[src/rtl/sclmon_pkg.sv]
package sclmon_pkg;

  // Saturating decrement: stays at zero instead of wrapping.
  function automatic logic [63:0] sat_dec(input logic [63:0] v);
    return (v == 64'd0) ? 64'd0 : v - 64'd1;
  endfunction

  // Modulo increment of the prescale phase.
  function automatic logic [31:0] phase_next(input logic [31:0] ph, input logic [31:0] last);
    return (ph == last) ? 32'd0 : ph + 32'd1;
  endfunction

endpackage

[src/rtl/scl_sync.sv]
module scl_sync #(
  parameter int STAGES = 2
) (
  input  logic clk,
  input  logic rst_n,
  input  logic d_in,
  output logic d_sync
);
  logic [STAGES-1:0] shreg;

  // Idle level of the bus line is high, so the chain resets to ones.
  always_ff @(posedge clk or negedge rst_n) begin
    if (!rst_n) shreg <= '1;
    else        shreg <= {shreg[STAGES-2:0], d_in};
  end

  assign d_sync = shreg[STAGES-1];
endmodule

[src/rtl/tick_gen.sv]
module tick_gen
  import sclmon_pkg::*;
#(
  parameter int PRESCALE = 8
) (
  input  logic clk,
  input  logic rst_n,
  input  logic run,
  output logic tick
);
  localparam int PW = (PRESCALE > 1) ? $clog2(PRESCALE) : 1;
  localparam logic [PW-1:0] LAST = PW'(PRESCALE - 1);

  logic [PW-1:0] phase;
  logic [31:0]   phase_nx;

  assign phase_nx = phase_next(32'(phase), 32'(LAST));

  // Phase restarts whenever a low period is not in progress.
  always_ff @(posedge clk or negedge rst_n) begin
    if (!rst_n)    phase <= '0;
    else if (!run) phase <= '0;
    else           phase <= phase_nx[PW-1:0];
  end

  assign tick = run && (phase == LAST);


  tick_idle_chk: assert property (@(posedge clk) disable iff (!rst_n)
    !run |=> !tick);
endmodule

[src/rtl/low_counter.sv]
module low_counter
  import sclmon_pkg::*;
#(
  parameter int CNT_W = 16
) (
  input  logic             clk,
  input  logic             rst_n,
  input  logic             run,
  input  logic             tick,
  input  logic [CNT_W-1:0] load_val,
  output logic [CNT_W-1:0] count,
  output logic             expire_evt
);
  logic [63:0] dec_val;

  assign dec_val    = sat_dec(64'(count));
  assign expire_evt = run && tick && (count == CNT_W'(1));

  always_ff @(posedge clk or negedge rst_n) begin
    if (!rst_n)    count <= '0;
    else if (!run) count <= load_val;
    else if (tick) count <= dec_val[CNT_W-1:0];
  end


  count_no_rise_chk: assert property (@(posedge clk) disable iff (!rst_n)
    (run && $past(run)) |-> (count <= $past(count)));


  reload_chk: assert property (@(posedge clk) disable iff (!rst_n)
    !run |=> (count == $past(load_val)));


  hold_zero_chk: assert property (@(posedge clk) disable iff (!rst_n)
    (run && count == '0) |=> (count == '0));


  single_expire_chk: assert property (@(posedge clk) disable iff (!rst_n)
    expire_evt |=> !expire_evt);
endmodule

[src/rtl/scl_lowtime_monitor.sv]
module scl_lowtime_monitor #(
  parameter int CNT_W       = 16,
  parameter int PRESCALE    = 8,
  parameter int SYNC_STAGES = 2
) (
  input  logic             clk,
  input  logic             rst_n,
  input  logic             scl_in,
  input  logic             enable,
  input  logic [CNT_W-1:0] timeout_val,
  input  logic             irq_mask,
  input  logic             status_clr,
  output logic             timeout_status,
  output logic             timeout_irq,
  output logic [CNT_W-1:0] live_count
);
  logic scl_s;
  logic low_run;
  logic tick;
  logic expire_evt;
  logic status_q;

  scl_sync #(.STAGES(SYNC_STAGES)) u_sync (
    .clk    (clk),
    .rst_n  (rst_n),
    .d_in   (scl_in),
    .d_sync (scl_s)
  );

  // A low period counts only when enabled with a nonzero limit.
  assign low_run = enable && !scl_s && (timeout_val != '0);

  tick_gen #(.PRESCALE(PRESCALE)) u_tick (
    .clk   (clk),
    .rst_n (rst_n),
    .run   (low_run),
    .tick  (tick)
  );

  low_counter #(.CNT_W(CNT_W)) u_cnt (
    .clk        (clk),
    .rst_n      (rst_n),
    .run        (low_run),
    .tick       (tick),
    .load_val   (timeout_val),
    .count      (live_count),
    .expire_evt (expire_evt)
  );

  // Clear beats set on the same edge.
  always_ff @(posedge clk or negedge rst_n) begin
    if (!rst_n)          status_q <= 1'b0;
    else if (status_clr) status_q <= 1'b0;
    else if (expire_evt) status_q <= 1'b1;
  end

  assign timeout_status = status_q;
  assign timeout_irq    = status_q & irq_mask;


  sticky_status_chk: assert property (@(posedge clk) disable iff (!rst_n)
    (timeout_status && !status_clr) |=> timeout_status);


  clear_wins_chk: assert property (@(posedge clk) disable iff (!rst_n)
    status_clr |=> !timeout_status);


  mask_gate_chk: assert property (@(posedge clk) disable iff (!rst_n)
    !irq_mask |-> !timeout_irq);


  zero_limit_chk: assert property (@(posedge clk) disable iff (!rst_n)
    (timeout_val == '0) |-> !expire_evt);


  disabled_quiet_chk: assert property (@(posedge clk) disable iff (!rst_n)
    !enable |-> !expire_evt);
endmodule

[config.mk]
export PLATFORM = sky130hd
export DESIGN_NAME = scl_lowtime_monitor
export DESIGN_NICKNAME = d
export VERILOG_FILES = /design/src/rtl/sclmon_pkg.sv /design/src/rtl/scl_sync.sv /design/src/rtl/tick_gen.sv /design/src/rtl/low_counter.sv /design/src/rtl/scl_lowtime_monitor.sv
export SDC_FILE = /design/constraint.sdc
export NUM_CORES = 1
export LEC_CHECK = 0
export ABC_AREA = 1
export BUFFER_PORTS_ARGS = -buffer_cell sky130_fd_sc_hd__buf_2
export CAP_MARGIN = 20
export CORE_MARGIN = 4
export CORE_UTILIZATION = 40
export DETAILED_ROUTE_END_ITERATION = 10
export GPL_ROUTABILITY_DRIVEN = 1
export GPL_TIMING_DRIVEN = 0
export SLEW_MARGIN = 20
export SYNTH_ARGS = -nofsm -noshare
export SYNTH_HDL_FRONTEND = slang
export SYNTH_SLANG_ARGS = --single-unit
[constraint.sdc]
create_clock -name clk -period 1.8 [get_ports clk]
set_input_delay 0.36 -clock clk [delete_from_list [all_inputs] [get_ports clk]]
set_output_delay 0.36 -clock clk [all_outputs]
set_load 0.1 [all_outputs]
Word-level counts from Yosys, hierarchy flattened:

Index checks and enable logic that the tools add are counted.

* register bits after elaboration: 22
* bits of input ports: 22
* output and inout port bits: 18

* $add $sub $neg: 2
* equal/unequal tests: 3
* muxes and demuxes: 7
* bitwise gates (word level): 1
* reduce and logical (&&, ||, !) cells: 9

Operators by type and width (count)
* 16-bit two-way mux: 3
* 16-bit by 1-bit == test with 1-bit output, second input constant: 1
* 16-bit zero test: 1
* 16-bit nonzero test: 1
* 16-bit by 1-bit subtractor with 16-bit output, second input constant: 1
* 3-bit two-way mux: 2
* 1-bit logical AND: 5
* 3-bit by 1-bit adder with 3-bit output, second input constant: 1
* 3-bit == test, second input constant: 1
* 1-bit two-way mux: 2
* 2-bit inequality test, second input constant: 1
* 2-bit nonzero test: 1
* 1-bit AND: 1
* 1-bit zero test: 1

Logic depth before layout (Yosys ltp):

Gate-level depths: netlist of the first run.

* word-level depth: 8
* depth in mapped cells: 10
* depth with buffers taken out: 9

By module:

A second synthesis of the first run with hierarchy kept.

* cell total of the unflattened synthesis: 213
* area total of the unflattened synthesis: 1492.7 um^2

Modules (own cells, without submodules)
* low_counter: instances 1, cells an instance 175, area an instance 1201.2 um^2, sequential area each 400.4 um^2
* tick_gen: instances 1, cells an instance 14, area an instance 133.9 um^2, sequential area each 75.1 um^2
* scl_lowtime_monitor: instances 1, cells an instance 22, area an instance 105.1 um^2, sequential area each 25.0 um^2
* scl_sync: instances 1, cells an instance 2, area an instance 52.6 um^2, sequential area each 52.6 um^2

Worst setup path after synthesis of the first run:

No wires, ideal clock.

* path kind: reg2reg
* start point: reg u_cnt.count[0]
* end point: reg u_cnt.count[0]
* library setup time: 65 ps
* data arrival time: 1961 ps
* required time: 1735 ps
* slack: -226 ps
* stages on the path, launching flop included: 9
* path buffers: 1
* cell sequence: dfrtp_1 -> inv_1 -> ha_1 -> nand3_2 -> nor3_4 -> nor2_4 -> buf_6 -> nand2_1 -> nand2_1

* cells in the longest elaborated chain, start to end: 4

RTL lines
* from (decl): line low_counter.sv:11 `output logic [CNT_W-1:0] count,`
* from (signal assigned): line low_counter.sv:21 `else if (!run) count <= load_val;`
* from (signal assigned): line low_counter.sv:22 `else if (tick) count <= dec_val[CNT_W-1:0];`
* 16-bit by 1-bit subtractor with 16-bit output or 16-bit zero test (tied branches): line sclmon_pkg.sv:5 `return (v == 64'd0) ? 64'd0 : v - 64'd1;`
* 16-bit two-way mux *: line sclmon_pkg.sv:5
* 16-bit two-way mux *: line low_counter.sv:22
* 16-bit two-way mux *: line low_counter.sv:21

Every way passes the cells marked *; elsewhere a longest branch is shown, timed or not. The select of a mux whose other input is x is not followed.
A chain may end at the register's enable or synchronous reset.

Worst setup path in the final report of the first run:

* start point: reg u_cnt.count[0]
* end point: reg u_cnt.count[12]

The elaborated chain is that of the path after synthesis.

==> results of run 1 <==
## registers in the layout (all words and copies together) (netlist names)
name	flops
u_sync.shreg	2
u_tick.phase	3
timeout_status	1
u_cnt.count	16
## cells by family after synthesis
kind of cell             after synthesis
adder cells (fa/ha/maj)                4
AO/OA/AOI/OAI                          1
XOR/XNOR                              13
buffers and inverters                 47
AND/OR/NAND/NOR                      155
flip-flops                            22
## path summary, 6_finish.rpt
check / endpoint / slack (ns) / cells past startpoint
setup reg to reg: u_cnt.count[12] / 0.19 / 8
hold reg to reg: u_sync.shreg[1] / 0.36 / 0
setup / recovery: u_cnt.count[12] / 0.19 / 8
max in group asynchronous: u_cnt.count[14] / 1.37 / 1
min in group clk: u_sync.shreg[0] / 0.18 / 1
hold / removal: u_tick.phase[2] / 0.05 / 1
## layout make-up
type,instances,area [um2]
Inverter,42,161.4
Fill cell,404,1824
Timing Repair Buffer,41,210.2
Buffer,4,32.53
Clock buffer,3,41.29
Clock inverter,1,30.03
Sequential cell,22,558.0
Tap cell,48,60.06
Multi-Input combinational cell,173,880.8
## timing repair
action / 4_1_cts / 5_1_grt
endpoints found under the setup margin: 10 / 16
gates resized for setup: 0 / 2
setup buffers: 0 / 2
endpoints found under the hold margin: 0 / 0
## placed cells by master (no fill, tap or decap), types with 2 or more instances in the layout
| cell | count |
|---|---|
| sky130_fd_sc_hd__nand2_1 | 92 |
| sky130_fd_sc_hd__buf_2 | 41 |
| sky130_fd_sc_hd__inv_1 | 33 |
| sky130_fd_sc_hd__nor2_1 | 27 |
| sky130_fd_sc_hd__nand4_1 | 17 |
| sky130_fd_sc_hd__dfrtp_1 | 16 |
| sky130_fd_sc_hd__xor2_1 | 13 |
| sky130_fd_sc_hd__inv_2 | 8 |
| sky130_fd_sc_hd__nor2_2 | 6 |
| sky130_fd_sc_hd__ha_1 | 4 |
| sky130_fd_sc_hd__dfrtp_2 | 4 |
| sky130_fd_sc_hd__nand3_1 | 3 |
| sky130_fd_sc_hd__clkbuf_8 | 3 |
| sky130_fd_sc_hd__nor2_4 | 2 |
| sky130_fd_sc_hd__buf_6 | 2 |
| sky130_fd_sc_hd__nor3_1 | 2 |
| sky130_fd_sc_hd__nand3_2 | 2 |
| sky130_fd_sc_hd__buf_4 | 2 |
| sky130_fd_sc_hd__dfstp_2 | 2 |
## worst register-to-register path: stages (launching register included)
cell and delay, ns:
sky130_fd_sc_hd__dfrtp_2 0.44, sky130_fd_sc_hd__inv_1 0.10, sky130_fd_sc_hd__ha_1 0.21, sky130_fd_sc_hd__nand3_2 0.17
sky130_fd_sc_hd__nor2_2 0.22, sky130_fd_sc_hd__nand2_1 0.10, sky130_fd_sc_hd__xor2_1 0.15, sky130_fd_sc_hd__nand2_1 0.07
sky130_fd_sc_hd__nand2_1 0.05
## power by group through the flow
stage,clock (mW),combinational [mW],sequential [mW]
2_1_floorplan,0,0.160,0.802
3_3_place_gp,0,0.481,0.587
3_5_place_dp,0,0.485,0.586
4_1_cts,0.491,0.486,0.577
5_1_grt,0.508,0.527,0.585
6_report,0.474,0.482,0.578
## metal layers
metal / share of wire / vias up / routed length (um) / track usage
li1: - / 825 / - / -
met1: 0.48 / 691 / 1998 / 0.2444
met2: 0.46 / 42 / 1928 / 0.2714
met3: 0.050 / 5 / 208 / 0.02244
met4: 0.015 / 0 / 62 / 0.05637
met5: 0 / - / 0 / 0
==> impl.org, run 1 <==
** Layout
- The area growth from synthesis to layout is 21.48%.
- Number of nets in the finished design :: 313
- The repair_antennas step left the layout with diodes totalling 0.
- Once layout is done, the placed cells without fillers occupy 1974 um2.
- Cell Count, Final, Fillers Out :: 334
- Once layout is complete, the utilization of the core stands at 0.5198.
- Of the cells placed in the final design, the portion with a size suffix greater than 1 is 0.2727.

** Floorplan
- After floorplanning, the core was sized to cover 3799 um2.
- The floorplan has 22 rows.
- Top Ports :: 40
- The die covers 5147 um2.
- In this run the vertical extent of the chip is 71.75 um.
- In this run the horizontal extent of the chip is 71.75 um.
- The initial utilization of the core area, before any placement, comes to 0.4279.

** Drt
- In this run, the number of DRC markers left after iteration 0 of detailed routing was 97.
- Pre-Repair DR Iteration Count :: 4
- The routed layout has 1563 vias.
- After detailed routing, the number of remaining DRC violations is 0.
- The final layout contains routed wiring with a total length of 4.198 mm.
- In the routed layout, each cell is associated on average with a via count of 4.680.
- Per-cell routed wire length :: 12.57 um
- Remaining antenna violation count after routing :: 0

** Critical path
- Data required time of the critical path :: 1.97 ns
- Top cell family by delay on the critical path :: simple AND/OR/NAND/NOR gates
- By instance count, the cell type seen most on the critical path is sky130_fd_sc_hd__nand2_1.
- The worst setup path is launched from a register.
- Tracing the worst setup path back leads to its startpoint at u_cnt.count[0].
- Endpoint class of the critical path :: register
- Buffering stage count on the worst path with inverters included :: 1
- Crit Path Category :: reg -> reg
- Cell chain of the critical path :: inv_1 -> ha_1 -> nand3_2 -> nor2_2 -> nand2_1 -> xor2_1 -> nand2_1 -> nand2_1
- On the worst path, the slowest cell contributes a delay of 0.44 ns.
- In this run the worst path has a maximum fanout of 4.
- The slowest stage of the critical path belongs to the cell sky130_fd_sc_hd__dfrtp_2.
- R2R Path Start :: u_cnt.count[0]
- Data arrives at the worst endpoint at 1.78 ns.

** Logic synthesis
- Of the total synthesized cell area, the portion taken by XOR and XNOR cells is 0.07005.
- The largest total area in the synthesized netlist belongs to sky130_fd_sc_hd__dfrtp_1.
- In this run, synthesis inferred 0 flip-flops with an integrated enable.
- Unique masters post-synth :: 22
- Of the total synthesized cell area, the portion taken by full adders, half adders and majority gates is 0.03079.
- Seq/Total Area, Yosys :: 0.3403
- Summing every instance area after synthesis gives 1625 um2.
- Synthesis warning total :: 0
- Fraction of the mapped netlist area in simple logic gates :: 0.4365
- Portion of synthesized cell area occupied by the leading cell type :: 0.3079
- Flop and latch count out of synthesis :: 22
- Largest family of logic cells by synthesized area :: simple AND/OR/NAND/NOR gates
- The average instance in the mapped netlist occupies 6.716 um2.
- Number of instances in the synthesized netlist :: 242
- sky130_fd_sc_hd__nand2_1 is the most common cell in the netlist.
- Main area contributors after synthesis :: sky130_fd_sc_hd__dfrtp_1, sky130_fd_sc_hd__nand2_1, sky130_fd_sc_hd__inv_1
- The most used flip-flop cell after synthesis is sky130_fd_sc_hd__dfrtp_1.
- Compound-gate portion of the synthesized area :: 0.003079
- Counting flops with an async set or reset pin after synthesis yields a share of 1.000.
- Measured against the total synthesized area, the mux share comes to 0.
- In the synthesized netlist, the cells that appear most often are sky130_fd_sc_hd__nand2_1, sky130_fd_sc_hd__inv_1, sky130_fd_sc_hd__nor2_1, sky130_fd_sc_hd__dfrtp_1, sky130_fd_sc_hd__nand4_1.
- Synthesis produced a netlist with a net count of 268.

** Flow run
- Max-cap violations in this run came to 0.

** Place
- Worst-case setup slack after placement :: -0.1115 ns
- Number of placed instances with taps included :: 329
- Once placement finished, the instance area stood at 1886 um2.
- Number of buffers inserted by port buffering :: 39
- The HPWL after detailed placement is 3.065 mm.
- Final weighted congestion of routability-driven global placement :: 0.8713

** Power
- Fraction of power consumed by the clock network :: 0.309
- Switching power as a share of total power :: 0.3893
- Post-layout total power :: 1.534 mW
- IR analysis of the VDD net gives a maximum drop of 0.3101 mV.
- Pint :: 0.9367 mW
- Pwr dens :: 776.8 nW/um2
- Of the total power, combinational logic draws 0.314.
- The share of total power dissipated in sequential elements is 0.377.
- Reported net switching power :: 0.5971 mW
- In this run the static leakage power is 1.114 nW.

** GRT
- For this run, the total global-route usage over all layers was measured as 0.1727.
- Initial antenna violation count :: 0
- Global route total overflow :: 0
- The first global-routing pass estimated 7.017 mm of wire.
- Entering global routing, the biggest net connects 23 pins.
- The via count of the first global-routing pass is 1487.

** Timing
- Of the available clock period, the critical path in the final layout requires 0.8942.
- Accumulated negative setup slack :: 0 ns
- Timing would allow up to 621.3 MHz.
- Final setup violation count :: 0
- The hold violation count in the final report was 0.
- The smallest clock period supported by the final layout is computed as 1.610 ns.
- Measured against its own limit, the worst slew margin works out to 0.6563.
- At the pin with the least slew margin, the transition time is 0.5155 ns.
- Across all setup checks in the final design, the least slack found is 0.1905 ns.
- Hold_ws :: 0.04897 ns
- The clock arrives with 0.005632 ns of skew.
- Setup repair after global routing left no endpoint under its margin.
- Pins Over Slew Limit :: 0

** Clock network
- CTS Hold Buffers Added :: 0
- Clock tree buffer depth :: 2
- After clock tree synthesis, the clock-pin slew on the worst setup and hold paths is 0.09 ns.
- Root buffer cell :: sky130_fd_sc_hd__clkbuf_8
- Maximum level of the CTS H-tree :: 1
- Clock latency on the worst-skew pair, taken at its later pin, is 0.27 ns.
- Clock tree sinks :: 22
- TritonCTS built the clock tree.
- The number of clock buffers added by TritonCTS is 3.

** Outcome
- The run finished with clean final reports.

** Worst hold path
- The path class of the tightest hold or removal check is in -> async.
No activity file was read; power rests on OpenSTA's default activity.
==> inputs of run 2 (changes only) <==
Settings changed: CORE_UTILIZATION 40 to 53, PLACE_DENSITY set to 0.79.
==> run 2 against run 1 <==
Net effect: non-clock buffer count shrank 2; first-iteration DRC count shrank 33%; wire length shrank 12%; global-route usage grew 2.4 points; critical path type is now reg -> out; register-to-register slack lost 0.03 ns; setup slack lost 0.034 ns; power shrank 13%; design area shrank 3.7%; die area shrank 22%; critical endpoint is now live_count[6].
==> impl.org, run 2 (synthesis results as in run 1) <==
** Floorplan
- The die outline width came to 63.38 um (-12%).
- The die footprint is 4016 um2 (-22%).
- Initial core utilization :: 0.5697 (+0.1419)
- The placement row count was 19 (-14%).
- The number of ports placed on the die boundary came to 40 (unchanged).
- Die Span Y :: 63.38 um (-12%)
- The floorplan core area was 2853 um2 (-25%).

** Clock network
- The clock transition at the registers of the reported paths came to 0.12 ns (+0.03 ns).
- The clock tree buffer depth came to 2 (unchanged).
- The number of buffers inserted for hold repair after clock tree synthesis was 0 (unchanged).
- The number of buffers created by CTS came to 3 (unchanged).
- Insertion delay of the later-clocked pin in the worst-skew pair :: 0.30 ns (+0.03 ns)
- The sink count of the clock tree is 22 (unchanged).
- TritonCTS clock tree :: built
- The tree is rooted in a sky130_fd_sc_hd__clkbuf_4.
- Maximum level of the CTS H-tree :: 1 (unchanged)

** Layout
- Register Area :: 558.0 um2 (unchanged)
- Largest registers :: u_cnt.count x16, u_tick.phase x3, u_sync.shreg x2
- Antenna diode instance count :: 0 (unchanged)
- The fraction of final layout cells with drive strength greater than 1 came to 0.2641 (-0.008643).
- Register name with the most flops :: u_cnt.count
- Footprint of the multi-input gates :: 878.3 um2 (-0.28%)
- Number of filler cells placed in the layout :: 276 (-32%)
- In the layout the commonest cells are sky130_fd_sc_hd__nand2_1, sky130_fd_sc_hd__buf_2, sky130_fd_sc_hd__inv_1.
- The final cell count without fillers was 315 (-5.7%).
- The number of flip-flops under the largest register name is 16 (unchanged).
- Number of nets in the finished design :: 311 (-0.64%)
- Compared with the post-synthesis result, the final layout area differs by 16.94%.
- Most common cell after layout, fill and taps aside :: sky130_fd_sc_hd__nand2_1

** Critical path
- The worst setup path is captured at an output pin.
- Among all stages on the critical path, the largest delay is contributed by sky130_fd_sc_hd__dfrtp_1.
- The critical path data arrival time is 1.28 ns (-0.50 ns).
- Data required time of the critical path :: 1.44 ns (-0.53 ns)
- Cell chain of the critical path :: buf_2
- Crit Path Category :: reg -> out
- The flop-to-flop setup slack was 0.16 ns (-0.03 ns).
- Top cell family by delay on the critical path :: flip-flops
- Buffering stage count on the worst path with inverters included :: 1 (unchanged)
- STA classifies the critical path startpoint as a register.
- Slowest cell delay on critical path :: 0.50 ns (+0.06 ns)
- The maximum fanout along the worst path came to 6 (+2).

** Power
- Fraction of power consumed by sequential logic :: 0.435 (+0.058)
- The share of total power consumed by net switching came to 0.4259 (+0.03659).
- The total power came to 1.328 mW (-13%).
- Reported net switching power :: 0.5656 mW (-5.3%)
- The worst ir drop on vdd was 0.5039 mV (+62%).
- Combinational fraction of design power :: 0.361 (+0.047)
- The internal portion of total power is 0.7624 mW (-19%).
- The total power per unit cell area came to 698.8 nW/um2 (-10%).
- The fraction of power consumed by the clock network is 0.204 (-0.105).
- The leakage power summed over all cells was 1.091 nW (-2.1%).

** Flow run
- The count of max-cap constraint violations is 0 (unchanged).

** Timing
- The clock skew after layout came to 0.003341 ns (-0.002291 ns).
- The actual transition at the worst max-transition pin came to 0.4983 ns (-0.01719 ns).
- The hold violation count in the final report was 0 (unchanged).
- The smallest setup slack after layout was 0.1566 ns (-0.03384 ns).
- FMAX :: 608.5 MHz (-2.1%)
- Share of the cycle needed by the critical path after routing :: 0.9130 (+0.01880)
- Relative slew slack :: 0.6678 (+0.01146)
- The count of pins over their slew limit was 0 (unchanged).
- Post-layout min period :: 1.643 ns (+0.03384 ns)
- Final setup violation count :: 0 (unchanged)

** GRT
- The via count of the first global-routing pass came to 1421 (-4.4%).
- Overall track demand over capacity in global routing :: 0.1963 (+0.02360)
- The number of antenna violations at the first check in global routing was 0 (unchanged).
- Global route total overflow :: 0 (unchanged)
- The maximum number of pins on one net before global-route repair is 23 (unchanged).
- Global-route wire length before repair :: 6.348 mm (-9.5%)

** Worst hold path
- The path class of the tightest hold or removal check is in -> async.

** Drt
- Iteration-0 DRC count of the detailed router :: 65 (-33%)
- The total iterations of the first detailed-routing run was 4 (unchanged).
- Final Routed Wirelength :: 3.713 mm (-12%)
- The remaining routing DRC violations is 0 (unchanged).
- The number of nets with antenna violations after detailed routing is 0 (unchanged).
- Total via count after detailed routing :: 1571 (+0.51%)
- The detail-routed net length per standard cell is 11.79 um (-6.2%).
- Post-detailed-route via-to-cell ratio :: 4.987 (+6.6%)

** Place
- The post-detailed-placement half-perimeter wirelength was 2.801 mm (-8.6%).
- Number of buffers inserted by port buffering :: 39 (unchanged)
- Worst-case setup slack after placement :: -0.02816 ns (+0.08329 ns)
- Final weighted congestion of routability-driven global placement :: 0.8700 (-0.15%)
- Number of placed instances with taps included :: 312 (-5.2%)

** Outcome
- Run status :: completed
-- run 2: cell types whose count changed in the layout (fill, tap and decap cells not counted), sizes merged --
cell	change
buf	-2
bufinv	-1
clkbuf	+1
-- run 2: layer usage --
metal,share of wire,global-route usage
met1,0.46,0.2730
met3,0.065,0.02487
met2,0.47,0.3116
met5,0,0
met4,0.0089,0.07008
-- run 2: final timing paths --
| check | from | endpoint | cells after the start |
|---|---|---|---|
| max | u_cnt.count[6] | live_count[6] | 1 |
| max reg2reg | u_tick.phase[0] | u_cnt.count[6] | 7 |
| min reg2reg | u_sync.shreg[0] | u_sync.shreg[1] | 0 |
| min | rst_n | u_cnt.count[9] | 1 |
| min in group clk | scl_in | u_sync.shreg[0] | 1 |
| max in group asynchronous | rst_n | u_cnt.count[14] | 1 |
-- run 2: cell type report --
class / instances / area share
tap: 31 / 0.02041
buffer: 4 / 0.01712
timing repair buffer: 39 / 0.1027
inverter: 42 / 0.08492
multi-input combinational: 173 / 0.4621
sequential: 22 / 0.2936
clock buffer: 4 / 0.01909
-- run 2: power groups by stage --
stage          registers, mW  logic, mW  clock network, mW
4_1_cts                0.577      0.482              0.282
2_1_floorplan          0.802      0.160                  0
3_3_place_gp           0.585      0.475                  0
6_report               0.578      0.479              0.271
3_5_place_dp           0.587      0.479                  0
5_1_grt                0.586      0.521              0.312
-- run 2: metrics by stage --
step	util	TNS, ns	area (um2)	hold slack, ns
3_3_place_gp	0.6535	-0.1120	1864	0.3461
6_report	0.6662	0	1901	0.0007236
2_1_floorplan	-	0	1630	0.06441
4_1_cts	0.6649	0	1897	0.007055
5_1_grt	0.6662	-0.001293	1901	0.01340
3_5_place_dp	0.6535	-0.1551	1864	0.3495
-- run 2: what timing repair did --
action | in CTS | in global routing
setup endpoints to repair | 10 | 3
hold endpoints to repair | 0 | 0
resized for setup | 0 | 1
setup buffers | 0 | 0
